[src/rtl/dvfs_seq.sv]
module dvfs_seq #(
  parameter int NPTS       = 11,
  parameter int IW         = 4,
  parameter int VW         = 5,
  parameter int FW         = 8,
  parameter int VBASE      = 8,
  parameter int VSTEP      = 2,
  parameter int FMIN       = 59,
  parameter int FMAX       = 206,
  parameter int SETTLE_CYC = 5000,
  parameter int RELOCK_CYC = 7500,
  parameter int RST_IDX    = 0
) (
  input  logic          clk,
  input  logic          rst_n,
  input  logic          req_valid,
  input  logic [IW-1:0] req_idx,
  input  logic [VW-1:0] vmax,
  input  logic          vreg_ready,
  output logic          rsp_ok,
  output logic          rsp_busy,
  output logic          rsp_bad,
  output logic [VW-1:0] vreg_code,
  output logic          vreg_load,
  output logic [FW-1:0] pll_freq,
  output logic          pll_load,
  output logic          core_stall,
  output logic          busy,
  output logic          done,
  output logic [IW-1:0] cur_idx,
  output logic          clamp_flag,
  output logic          settle_err
);
  localparam int TMAX = (SETTLE_CYC > RELOCK_CYC) ? SETTLE_CYC : RELOCK_CYC;
  localparam int CW   = $clog2(TMAX + 1);

  function automatic logic [VW-1:0] vcode_of(input logic [IW-1:0] i);
    return VW'(VBASE + VSTEP * int'(i));
  endfunction

  function automatic logic [FW-1:0] freq_of(input logic [IW-1:0] i);
    return FW'(FMIN + ((FMAX - FMIN) * int'(i)) / (NPTS - 1));
  endfunction

  typedef enum logic [1:0] {S_IDLE, S_VOLT, S_FREQ} st_t;
  st_t           st;
  logic [CW-1:0] cnt;
  logic [IW-1:0] tgt;
  logic          second;

  wire [IW-1:0] sel    = (st == S_IDLE) ? req_idx : tgt;
  wire [VW-1:0] raw_v  = vcode_of(sel);
  wire          over   = raw_v > vmax;
  wire [VW-1:0] safe_v = over ? vmax : raw_v;
  wire          idx_ok = int'(req_idx) < NPTS;
  wire          v_end  = vreg_ready || (cnt == CW'(SETTLE_CYC - 1));
  wire          f_end  = cnt == CW'(RELOCK_CYC - 1);

  assign busy       = st != S_IDLE;
  assign core_stall = st == S_FREQ;

  always_ff @(posedge clk) begin
    if (!rst_n) begin
      st         <= S_IDLE;
      cnt        <= '0;
      tgt        <= IW'(RST_IDX);
      second     <= 1'b0;
      cur_idx    <= IW'(RST_IDX);
      vreg_code  <= vcode_of(IW'(RST_IDX));
      pll_freq   <= freq_of(IW'(RST_IDX));
      vreg_load  <= 1'b0;
      pll_load   <= 1'b0;
      done       <= 1'b0;
      rsp_ok     <= 1'b0;
      rsp_busy   <= 1'b0;
      rsp_bad    <= 1'b0;
      clamp_flag <= 1'b0;
      settle_err <= 1'b0;
    end else begin
      vreg_load <= 1'b0;
      pll_load  <= 1'b0;
      done      <= 1'b0;
      rsp_ok    <= 1'b0;
      rsp_busy  <= req_valid && busy;
      rsp_bad   <= 1'b0;
      case (st)
        S_IDLE: if (req_valid) begin
          if (!idx_ok) rsp_bad <= 1'b1;
          else begin
            rsp_ok <= 1'b1;
            if (req_idx == cur_idx) done <= 1'b1;
            else begin
              tgt    <= req_idx;
              second <= 1'b0;
              cnt    <= '0;
              if (req_idx > cur_idx) begin
                vreg_code  <= safe_v;
                vreg_load  <= 1'b1;
                clamp_flag <= clamp_flag | over;
                st         <= S_VOLT;
              end else begin
                pll_freq <= freq_of(req_idx);
                pll_load <= 1'b1;
                st       <= S_FREQ;
              end
            end
          end
        end
        S_VOLT: begin
          if (v_end) begin
            if (!vreg_ready) settle_err <= 1'b1;
            cnt <= '0;
            if (second) begin
              st      <= S_IDLE;
              cur_idx <= tgt;
              done    <= 1'b1;
            end else begin
              second   <= 1'b1;
              pll_freq <= freq_of(tgt);
              pll_load <= 1'b1;
              st       <= S_FREQ;
            end
          end else cnt <= cnt + 1'b1;
        end
        S_FREQ: begin
          if (f_end) begin
            cnt <= '0;
            if (second) begin
              st      <= S_IDLE;
              cur_idx <= tgt;
              done    <= 1'b1;
            end else begin
              second     <= 1'b1;
              vreg_code  <= safe_v;
              vreg_load  <= 1'b1;
              clamp_flag <= clamp_flag | over;
              st         <= S_VOLT;
            end
          end else cnt <= cnt + 1'b1;
        end
        default: st <= S_IDLE;
      endcase
    end
  end


  idx_range_chk: assert property (@(posedge clk) disable iff (!rst_n)
    int'(cur_idx) < NPTS);


  vclamp_chk: assert property (@(posedge clk) disable iff (!rst_n)
    vreg_load |-> vreg_code <= $past(vmax));


  clamp_sticky_chk: assert property (@(posedge clk) disable iff (!rst_n)
    clamp_flag |=> clamp_flag);


  stall_on_load_chk: assert property (@(posedge clk) disable iff (!rst_n)
    pll_load |-> core_stall);


  one_reply_chk: assert property (@(posedge clk) disable iff (!rst_n)
    $onehot0({rsp_ok, rsp_busy, rsp_bad}));


  idx_move_chk: assert property (@(posedge clk) disable iff (!rst_n)
    !$stable(cur_idx) |-> done);


  single_load_chk: assert property (@(posedge clk) disable iff (!rst_n)
    !(vreg_load && pll_load));
endmodule

[config.mk]
export PLATFORM = sky130hd
export DESIGN_NAME = dvfs_seq
export DESIGN_NICKNAME = d
export VERILOG_FILES = /design/src/rtl/dvfs_seq.sv
export SDC_FILE = /design/constraint.sdc
export NUM_CORES = 1
export LEC_CHECK = 0
export BUFFER_PORTS_ARGS = -buffer_cell sky130_fd_sc_hd__buf_2
export CAP_MARGIN = 10
export CELL_PAD_IN_SITES_DETAIL_PLACEMENT = 1
export CELL_PAD_IN_SITES_GLOBAL_PLACEMENT = 2
export CORE_MARGIN = 2
export CORE_UTILIZATION = 37
export CTS_CLUSTER_DIAMETER = 40
export DETAILED_ROUTE_END_ITERATION = 6
export PLACE_DENSITY_LB_ADDON = 0.1
export SYNTH_ARGS = -nofsm -noshare
export SYNTH_HDL_FRONTEND = slang
export SYNTH_SLANG_ARGS = --single-unit
[constraint.sdc]
create_clock -name clk -period 15.1 [get_ports clk]
set_clock_uncertainty 0.15 [all_clocks]
set_input_delay 3.02 -clock clk [delete_from_list [all_inputs] [get_ports clk]]
set_output_delay 3.02 -clock clk [all_outputs]
set_load 0.02 [all_outputs]
-- Word level (Yosys, flattened, before mapping)
Index checks and enable logic that the tools add are counted.
- mux-type cells: 70
- shift operators: 0
- divide/modulo/power cells: 2
- multiply operators: 2
- bitwise operators: 3
- equal/unequal tests: 14
- reductions and logical operators: 17
- order comparisons: 3
- $add $sub $neg: 4
- operators with widths (cell ; number):
    $mux W13 ; 5
    $div A32 B5 Y32 const B ; 2
    $mux W8 ; 6
    $pmux W13 S3 ; 1
    $mux W5 ; 7
    $mux W1 ; 31
    $eq A13 B13 Y1 const B ; 2
    $mul A8 B4 Y12 const A ; 2
    $add A7 B8 Y8 const A ; 2
    $mux W4 ; 4
    $pmux W8 S2 ; 1
    $mux W2 ; 7
    $ne A2 B2 Y1 const B ; 7
    $reduce_and A7 Y1 ; 2
    $add A13 B1 Y13 const B ; 1
    $pmux W5 S2 ; 1
    $reduce_and A3 Y1 ; 3
    $pmux W4 S2 ; 1
    $reduce_and A4 Y1 ; 2
    $reduce_bool A2 Y1 ; 4
    $pmux W1 S2 ; 3
    $pmux W1 S3 ; 2
    $pmux W2 S3 ; 1
    $reduce_and A6 Y1 ; 1
    15 further kinds ; 17
- bits in read-only memories: 0
- bits of input ports: 13
- memories: 0
- flip-flop bits (word level): 45
- bits in latches: 0
- memory bits (writable): 0

-- Depth between registers and ports, before layout
Gate-level depths: netlist of the first run.
- word-level depth: 10
- depth in mapped cells: 43
- mapped depth without buffers: 38

-- Worst setup path after synthesis of the first run
No wires, ideal clock.
- path kind: input port to flip-flop
- from: input req_idx[2]
- to: register pll_freq[6]
- path slack: 3.731 ns
- cell stages on the path: 40
- setup time: 0.128 ns
- path buffers: 4
- arrival: 11.091 ns
- cell sequence: buf_4 > inv_1 > ha_1 > ha_1 > or2_2 > ha_1 > a21oi_1 > a211oi_1 > a311oi_2 > inv_2 > buf_2 > ha_1 > inv_1 > a22oi_1 > or4_4 > and2_4 > buf_6 > a2bb2oi_2 > (+4 left out) > and4_4 > buf_6 > nor4_2 > nand3_1 > xnor2_1 > ha_1 > a311oi_1 > nand4_1 > a211oi_1 > a211oi_1 > nor4_2 > and2_1 > ha_1 > o21ai_0 > nor2_1 > xor2_1 > mux2i_1 > nor2_1
- word-level cells in the longest chain between the ends: 8
- elaborated cells between the ends (all ways): 15
- those cells by class: add/sub (1); mul (1); div (1); order compare (2); eq/ne (4); mux (5); reduce/logical (1)
- RTL lines (item ; RTL line ; source):
    start, declared ; 17 ; input logic [IW-1:0] req_idx,
    $mul A8 B4 Y12 ; 42 ; return FW'(FMIN + ((FMAX - FMIN) * int'(i)) / (NPTS - 1));
    $div A32 B5 Y32 ; 42 ;
    $add A7 B8 Y8 ; 42 ;
    $mux W8 ; 96 ; if (req_idx > cur_idx) begin
    $mux W8 ; 91 ; if (req_idx == cur_idx) done <= 1'b1;
    $mux W8 ; 88 ; if (!idx_ok) rsp_bad <= 1'b1;
    $mux W8 ; 87 ; S_IDLE: if (req_valid) begin
    $pmux W8 S2 ; 86 ; case (st)
    end signal, assigned ; 70 ; pll_freq <= freq_of(IW'(RST_IDX));
    end signal, assigned ; 102 ; pll_freq <= freq_of(req_idx);
    end signal, assigned ; 119 ; pll_freq <= freq_of(tgt);
    end, declared ; 25 ; output logic [FW-1:0] pll_freq,
Several ways; a longest one is shown, not always the timed one. The select of a mux whose other input is x is not followed.
A chain may end at the register's enable or synchronous reset.

-- Worst setup path after layout of the first run
Ends and elaborated chain as after synthesis.

==> qor.yml, run 1 <==
dr_total_vias: 5637
postCtsResizedCells: 0
cts_tree: "built"
synth_area_sq_um: 5477
synth.top_cell.area_share_pct: 16.45
cts_buffers: 5
yosys.area.top_type: "dfxtp_1"
crit_path_max_fanout: 14
synth-async-reset-ratio_pct: 0
cp_common_cell: "ha_1"
synth_cells: 715
finalWeightedCongestion: 0.8588
wl_per_cell_microns: 18.98
critPathCaptureType: "flip-flop"
cts_root_buffer: "clkbuf_16"
period_minus_slack_ps: 12650
synthFlopType: "dfxtp_1"
chipHeight_microns: 125.7
cp.arrival_ps: 12660
htreeDepth: 2
syn-num-nets: 773
routed_wl_microns: 17440
yosys_warnings: 0
worst_pin_slew_ps: 992.9
drtPass1Iterations: 5
drc_errors: 0
ioPinCount: 40
dp_hpwl_microns: 13850
cp_slowest_cell: "a311oi_2"
drt_iter0_drc: 302
hold_ws_ps: 313.9
hold_class: "flip-flop to flip-flop"
antenna_found_initial: 0
maxSlewViolCount: 0
ys_types: 91
drive_gt1_share_pct: 14.01
yosys-top-cells-area: "dfxtp_1 16%, ha_1 10%, nor2_1 5.3%, a21oi_1 4.5%, nand2_1 3.6%"
placeableCoreArea_sq_um: 14480
nNetsFinal: 792
cts_setup_buffers: 0
num_rows: 44
maxCapViolations: 0
critPathLaunchType: "input port"
cts_buffer_depth: 2
antennaDiodeCount: 0
grt_pass1_wl_microns: 28900
clkLatencyLatePin_ps: 290
critPathKind: "input port to flip-flop"
synth.yosys.seq_area_share_pct: 16.45
slew_headroom_pct: 31.91
setup_viol: 0
rr_worst_depth: 38
status: "finished clean"
viasPerCell: 6.134
die_w_microns: 125.7
start_util_pct: 37.82
gr-usage-all-layers_pct: 21.84
min_period_over_period_pct: 83.78
dieArea_sq_um: 15790
cts.clk_slew.worst_paths_ps: 70
grt_pass1_vias: 5648
final_area_sq_um: 5929
syn_area_per_cell_sq_um: 7.659
antenna_left: 0
critical_path_required_ps: 15110
grt_max_degree: 36
synth.ff_latch_count: 45
whs_path_depth: 2
setup_tns_ps: 0
rsz0062_at_grt: "no"
r2r_slack_ps: 4630
area_delta_synth_final_pct: 8.271
finalHoldViolCount: 0
postPlaceCellArea_sq_um: 5758
fmax_mhz: 79.04
overflow: 0
ctsHoldBuffers: 0
cpPeakStageDelay_ps: 560
synth-edff-count: 0
port_buffers: 39
clock_sink_count: 45
synth_stat cells (7+ instances only):
cell type  count
a31oi_1       10
and3_1         9
a211oi_1       7
inv_1         27
dfxtp_1       45
o211ai_1      11
xnor2_1       18
and2_1         8
nor4_1        10
nor3_1        19
nand4_1       20
mux2_2         7
mux2i_1       18
a21oi_1       49
xor2_1        18
or3_1          9
nand2b_1       9
o21ai_0       34
nand3_1       33
a21o_1         7
ha_1          45
o22ai_1        8
nor2_1        77
nand2_1       52
clkbuf_1      15
critical path, delay by kind of cell:
family	cells	cell delay, ps
compound gates	14	4060
xor+xnor	2	330
fa+ha+maj	6	1550
buf+inv	4	740
mux	2	390
simple gates	11	2550
kinds of logic after synthesis:
kind of cell / after synthesis / synth area share (%)
and+or+nand+nor: 289 / 27.71
xor gates and xnor gates: 37 / 6.054
buffers and inverters: 61 / 5.232
adders and majority gates: 45 / 10.28
AOI/OAI and AO/OA: 211 / 28.72
muxes: 27 / 5.552
DFF: 45 / 16.45
sequential cells by signal, indices dropped and copies added, names as in the netlist, 2 cells and up:
name and cells:
pll_freq 8, cnt 13, st 2, tgt 4
cur_idx 4, vreg_code 5
layer usage:
metal / GRT usage, % / part of all wire [%]
met5: 0 / 0
met4: 7.451 / 2.8
met2: 37.71 / 47
met3: 1.402 / 2.7
met1: 28.94 / 47
per-stage QoR:
step	instances	utilization (%)	worst slack, ps
6_report	919	40.95	2448
5_1_grt	919	40.95	1461
4_1_cts	919	40.95	2550
3_5_place_dp	911	39.77	2248
3_3_place_gp	911	39.77	2581
2_1_floorplan	715	-	3731
layout make-up:
cell class	instances	area (sq um)
Sequential cell	45	900.9
Clock inverter	3	46.29
Tap cell	184	230.2
Fill cell	1807	8549
Clock buffer	5	125.1
Inverter	30	112.6
Multi-Input combinational cell	609	4289
Timing Repair Buffer	43	225.2
path summary, 6_finish.rpt:
path,startpoint,end
worst max register to register,tgt[2],pll_freq[6]
worst max-delay path,req_idx[2],pll_freq[6]
worst min register to register,settle_err,settle_err
worst min-delay path,settle_err,settle_err
cells in the final DEF (no fill, tap or decap), types with 6 or more instances in the layout:
cell | Yosys | final
nand3_1 | 33 | 33
a211oi_2 | 6 | 6
and2_1 | 8 | 8
a21o_1 | 7 | 7
nand2b_1 | 9 | 9
a211oi_1 | 7 | 7
dfxtp_1 | 45 | 45
inv_1 | 27 | 27
and3_1 | 9 | 9
nor3_1 | 19 | 19
ha_1 | 45 | 45
buf_2 | 4 | 39
nand2_1 | 52 | 52
mux2_2 | 7 | 7
nor4_1 | 10 | 10
a21oi_1 | 49 | 49
o21ai_0 | 34 | 34
mux2i_1 | 18 | 18
xor2_1 | 18 | 18
a31oi_1 | 10 | 10
o22ai_1 | 8 | 8
nand4_1 | 20 | 20
xnor2_1 | 18 | 18
o211ai_1 | 11 | 11
nor2_1 | 77 | 77
or3_1 | 9 | 9
Power of run 1 is left out: the tool's default activity adds up to more than one toggle a clock period on the data nets, which glitch-free logic cannot reach.
==> run 2: changes to the inputs <==
==> constraint.sdc (replaced) <==
create_clock -name clk -period 12.25 [get_ports clk]
set_clock_uncertainty 0.15 [all_clocks]
set_input_delay 2.45 -clock clk [delete_from_list [all_inputs] [get_ports clk]]
set_output_delay 2.45 -clock clk [all_outputs]
set_load 0.02 [all_outputs]
==> qor.yml, run 2 (synthesized netlist as in run 1, its figures left out) <==
status: "finished clean"
ioPinCount: 40
drive_gt1_share_pct: 15.34
antenna_left: 0
setup_viol: 0
clkLatencyLatePin_ps: 290
setup_tns_ps: 0
cts.clk_slew.worst_paths_ps: 60
grt_pass1_vias: 5622
cts_buffer_depth: 2
rr_worst_depth: 36
dieArea_sq_um: 15790
antenna_found_initial: 0
worst_r2r_startpoint: "tgt[2]"
critPathLaunchType: "input port"
overflow: 0
grt_max_degree: 36
cts_root_buffer: "clkbuf_16"
slew_headroom_pct: 35.88
final_area_sq_um: 6012
dp_hpwl_microns: 13860
nNetsFinal: 800
drt_iter0_drc: 297
cp_slowest_cell: "o41a_1"
crit_path_max_fanout: 14
regMostFlops: "cnt"
grt_pass1_wl_microns: 29100
n_fill_cell: 1821
routed_wl_microns: 17450
final_cells: 927
place_inst: 916
worst_pin_slew_ps: 935.0
postPlaceCellArea_sq_um: 5796
cp-startpoint: "req_idx[2]"
min_period_over_period_pct: 93.64
hold_class: "flip-flop to flip-flop"
cp_common_cell: "ha_1"
ctsHoldBuffers: 0
maxSlewViolCount: 0
start_util_pct: 37.82
cts_tree: "built"
port_buffers: 39
gr-usage-all-layers_pct: 22.06
area_delta_synth_final_pct: 9.778
cpPeakStageDelay_ps: 560
drc_errors: 0
dr_total_vias: 5624
whs_path_depth: 2
die_w_microns: 125.7
hp-start: "vreg_code[0]"
placeableCoreArea_sq_um: 14480
period_minus_slack_ps: 11470
whs_endpoint: "vreg_code[0]"
finalHoldViolCount: 0
critical_path_required_ps: 12260
chipHeight_microns: 125.7
cts_buffers: 5
htreeDepth: 2
critPathCaptureType: "flip-flop"
maxCapViolations: 0
setup_ws_ps: 779.3
top_regs: "cnt: 13 flops, pll_freq: 8 flops, vreg_code: 5 flops"
critPathKind: "input port to flip-flop"
num_rows: 44
r2r_slack_ps: 2340
wl_per_cell_microns: 18.82
drtPass1Iterations: 4
final_common_cell: "nor2_1"
place_ws_ps: 114.8
clock_sink_count: 45
final_cell_mix: "77 x nor2_1, 52 x nand2_1, 49 x a21oi_1"
largest_reg_flops: 13
antennaDiodeCount: 0
cp.arrival_ps: 11480
finalWeightedCongestion: 0.8853
viasPerCell: 6.067
worst_r2r_endpoint: "pll_freq[6]"
fmax_mhz: 87.18
==> run 2: how the worst max path moves through the flow <==
stage / to / slack [ps] / depth (start not counted)
2_1_floorplan: pll_freq[6] / 1450 / 40
3_3_place_gp: pll_freq[6] / 420 / 38
3_5_place_dp: pll_freq[6] / 110 / 39
4_1_cts: pll_freq[6] / 420 / 39
5_1_grt: pll_freq[6] / -10 / 35
6_report: pll_freq[6] / 780 / 37
==> run 2: layout make-up <==
type / instances / area, sq um / area share [%]
multi-input combinational: 609 / 4312 / 71.72
clock buffer: 5 / 125.1 / 2.081
timing repair buffer: 51 / 285.3 / 4.745
tap: 184 / 230.2 / 3.829
sequential: 45 / 900.9 / 14.98
clock inverter: 3 / 46.29 / 0.7700
inverter: 30 / 112.6 / 1.873
==> run 2: routing by layer <==
layer | up-vias | track usage (%) | wire [microns]
met5 | - | 0 | 0
met4 | 0 | 7.386 | 426
met3 | 23 | 2.039 | 448
met2 | 101 | 38.19 | 8300
met1 | 2747 | 28.84 | 8270
li1 | 2753 | - | -
==> run 2: through the flow <==
stage          hold slack (ps)  util (%)
2_1_floorplan            307.9         -
3_3_place_gp             296.2     40.03
3_5_place_dp             320.7     40.03
4_1_cts                  335.3     41.21
5_1_grt                  362.4     41.52
6_report                 329.3     41.52
==> run 2: critical path: cells and delay by family <==
kind / cells / cell delay, ps
AO/OA/AOI/OAI: 14 / 4020
XOR/XNOR: 2 / 270
adder cells (fa/ha/maj): 6 / 1550
buffers and inverters: 4 / 750
multiplexers: 1 / 140
AND/OR/NAND/NOR: 10 / 2270
==> run 2: timing repair <==
action	CTS	global route
resized for setup	0	4
setup buffers	0	3
endpoints found under the setup margin	0	4
Power of run 2 is left out for the same reason.
==> run 3: changes to the inputs <==
--- a/config.mk
+++ b/config.mk
@@ -7,10 +7,10 @@
 export LEC_CHECK = 0
 export BUFFER_PORTS_ARGS = -buffer_cell sky130_fd_sc_hd__buf_2
 export CAP_MARGIN = 10
-export CELL_PAD_IN_SITES_DETAIL_PLACEMENT = 1
-export CELL_PAD_IN_SITES_GLOBAL_PLACEMENT = 2
+export CELL_PAD_IN_SITES_DETAIL_PLACEMENT = 0
+export CELL_PAD_IN_SITES_GLOBAL_PLACEMENT = 1
 export CORE_MARGIN = 2
-export CORE_UTILIZATION = 37
+export CORE_UTILIZATION = 46
 export CTS_CLUSTER_DIAMETER = 40
 export DETAILED_ROUTE_END_ITERATION = 6
 export PLACE_DENSITY_LB_ADDON = 0.1
==> qor.yml, run 3 (synthesized netlist as in run 1, its figures left out) <==
clkLatencyLatePin_ps: 290
cts.clk_slew.worst_paths_ps: 60
multi_input_area_sq_um: 4313
place_inst: 872
viasPerCell: 6.336
final_cells: 883
finalWeightedCongestion: 0.9740
ctsHoldBuffers: 0
cts_buffers: 5
chipHeight_microns: 113.1
whs_path_depth: 2
grt_pass1_vias: 5149
whs_endpoint: "vreg_code[0]"
drc_errors: 7
drive_gt1_share_pct: 15.14
r2r_slack_ps: 2380
antennaDiodeCount: 0
overflow: 0
dr_total_vias: 5595
area_delta_synth_final_pct: 8.545
dp_hpwl_microns: 11750
port_buffers: 39
rsz0062_at_grt: "no"
finalHoldViolCount: 0
utilization_pct: 51.62
cts_root_buffer: "clkbuf_16"
cp_slowest_cell: "a311oi_1"
final_cell_mix: "77 x nor2_1, 52 x nand2_1, 48 x a21oi_1"
wl_per_cell_microns: 17.18
critPathLaunchType: "input port"
clock_sink_count: 45
regMostFlops: "cnt"
grt_max_degree: 36
cpPeakStageDelay_ps: 500
antenna_left: 0
slew_headroom_pct: 37.56
htreeDepth: 2
rr_worst_depth: 38
cp_common_cell: "ha_1"
fmax_mhz: 87.91
maxSlewViolCount: 0
antenna_found_initial: 0
setup_tns_ps: 0
worst_pin_slew_ps: 910.5
ioPinCount: 40
status: "finished with violations"
period_minus_slack_ps: 11370
setup_viol: 0
nNetsFinal: 797
ff_latch_area_sq_um: 900.9
routed_wl_microns: 15170
hp-start: "vreg_code[0]"
worst_r2r_startpoint: "tgt[2]"
hold_ws_ps: 314.7
dieArea_sq_um: 12790
critPathKind: "input port to flip-flop"
critPathCaptureType: "flip-flop"
violations: "design-rule violations"
n_fill_cell: 1120
critical_path_required_ps: 12260
final_common_cell: "nor2_1"
worst_r2r_endpoint: "pll_freq[6]"
drtPass1Iterations: 7
start_util_pct: 47.56
grt_pass1_wl_microns: 25190
drt_iter0_drc: 578
min_period_over_period_pct: 92.86
placeableCoreArea_sq_um: 11520
num_rows: 39
crit_path_max_fanout: 14
die_w_microns: 113.1
cts_buffer_depth: 2
hold_class: "flip-flop to flip-flop"
cts_tree: "built"
top_regs: "cnt: 13 flops, pll_freq: 8 flops, vreg_code: 5 flops"
largest_reg_flops: 13
gr-usage-all-layers_pct: 23.56
cp.arrival_ps: 11380
maxCapViolations: 0
==> run 3: worst max-delay path by stage <==
stage	from	endpoint	slack, ps	cells past startpoint
2_1_floorplan	req_idx[2]	pll_freq[6]	1450	40
3_3_place_gp	req_idx[2]	pll_freq[6]	500	39
6_report	req_idx[2]	pll_freq[6]	880	39
4_1_cts	req_idx[2]	pll_freq[6]	540	39
3_5_place_dp	req_idx[2]	pll_freq[6]	250	39
5_1_grt	req_idx[2]	pll_freq[6]	20	39
==> run 3: critical path, delay by kind of cell <==
family          cells  cell delay, ps
compound gates     15            3890
mux                 1             140
simple gates       10            2210
xor+xnor            2             260
fa+ha+maj           6            1520
buf+inv             5             860
==> run 3: final cells by class <==
class,count,share of cell area [%]
clock buffers,6,2.336
clock inverters,2,0.6314
inverters,30,1.894
multi-input cells,609,72.55
flip-flops and latches,45,15.15
well taps,143,3.010
repair buffers,48,4.420
==> run 3: what timing repair did <==
action | in CTS | in global routing
gates resized for setup | 0 | 5
setup endpoints to repair | 0 | 4
setup buffers | 0 | 3
==> run 3: stage by stage <==
stage | area (sq um) | worst slack (ps)
finish | 5944 | 875.3
global placement | 5722 | 501.0
floorplan | 5477 | 1451
detailed placement | 5722 | 250.6
CTS | 5898 | 536.0
global route | 5944 | 22.52
==> run 3: routing by layer <==
| layer | share of wire, % | up-vias | routed length (microns) | GRT usage, % |
|---|---|---|---|---|
| met1 | 46 | 2607 | 6915 | 31.28 |
| met2 | 46 | 192 | 6977 | 39.12 |
| met4 | 3.4 | 0 | 519 | 9.837 |
| met5 | 0 | - | 0 | 0 |
| met3 | 5.0 | 33 | 756 | 2.357 |
| li1 | - | 2763 | - | - |
Power of run 3 is left out for the same reason.
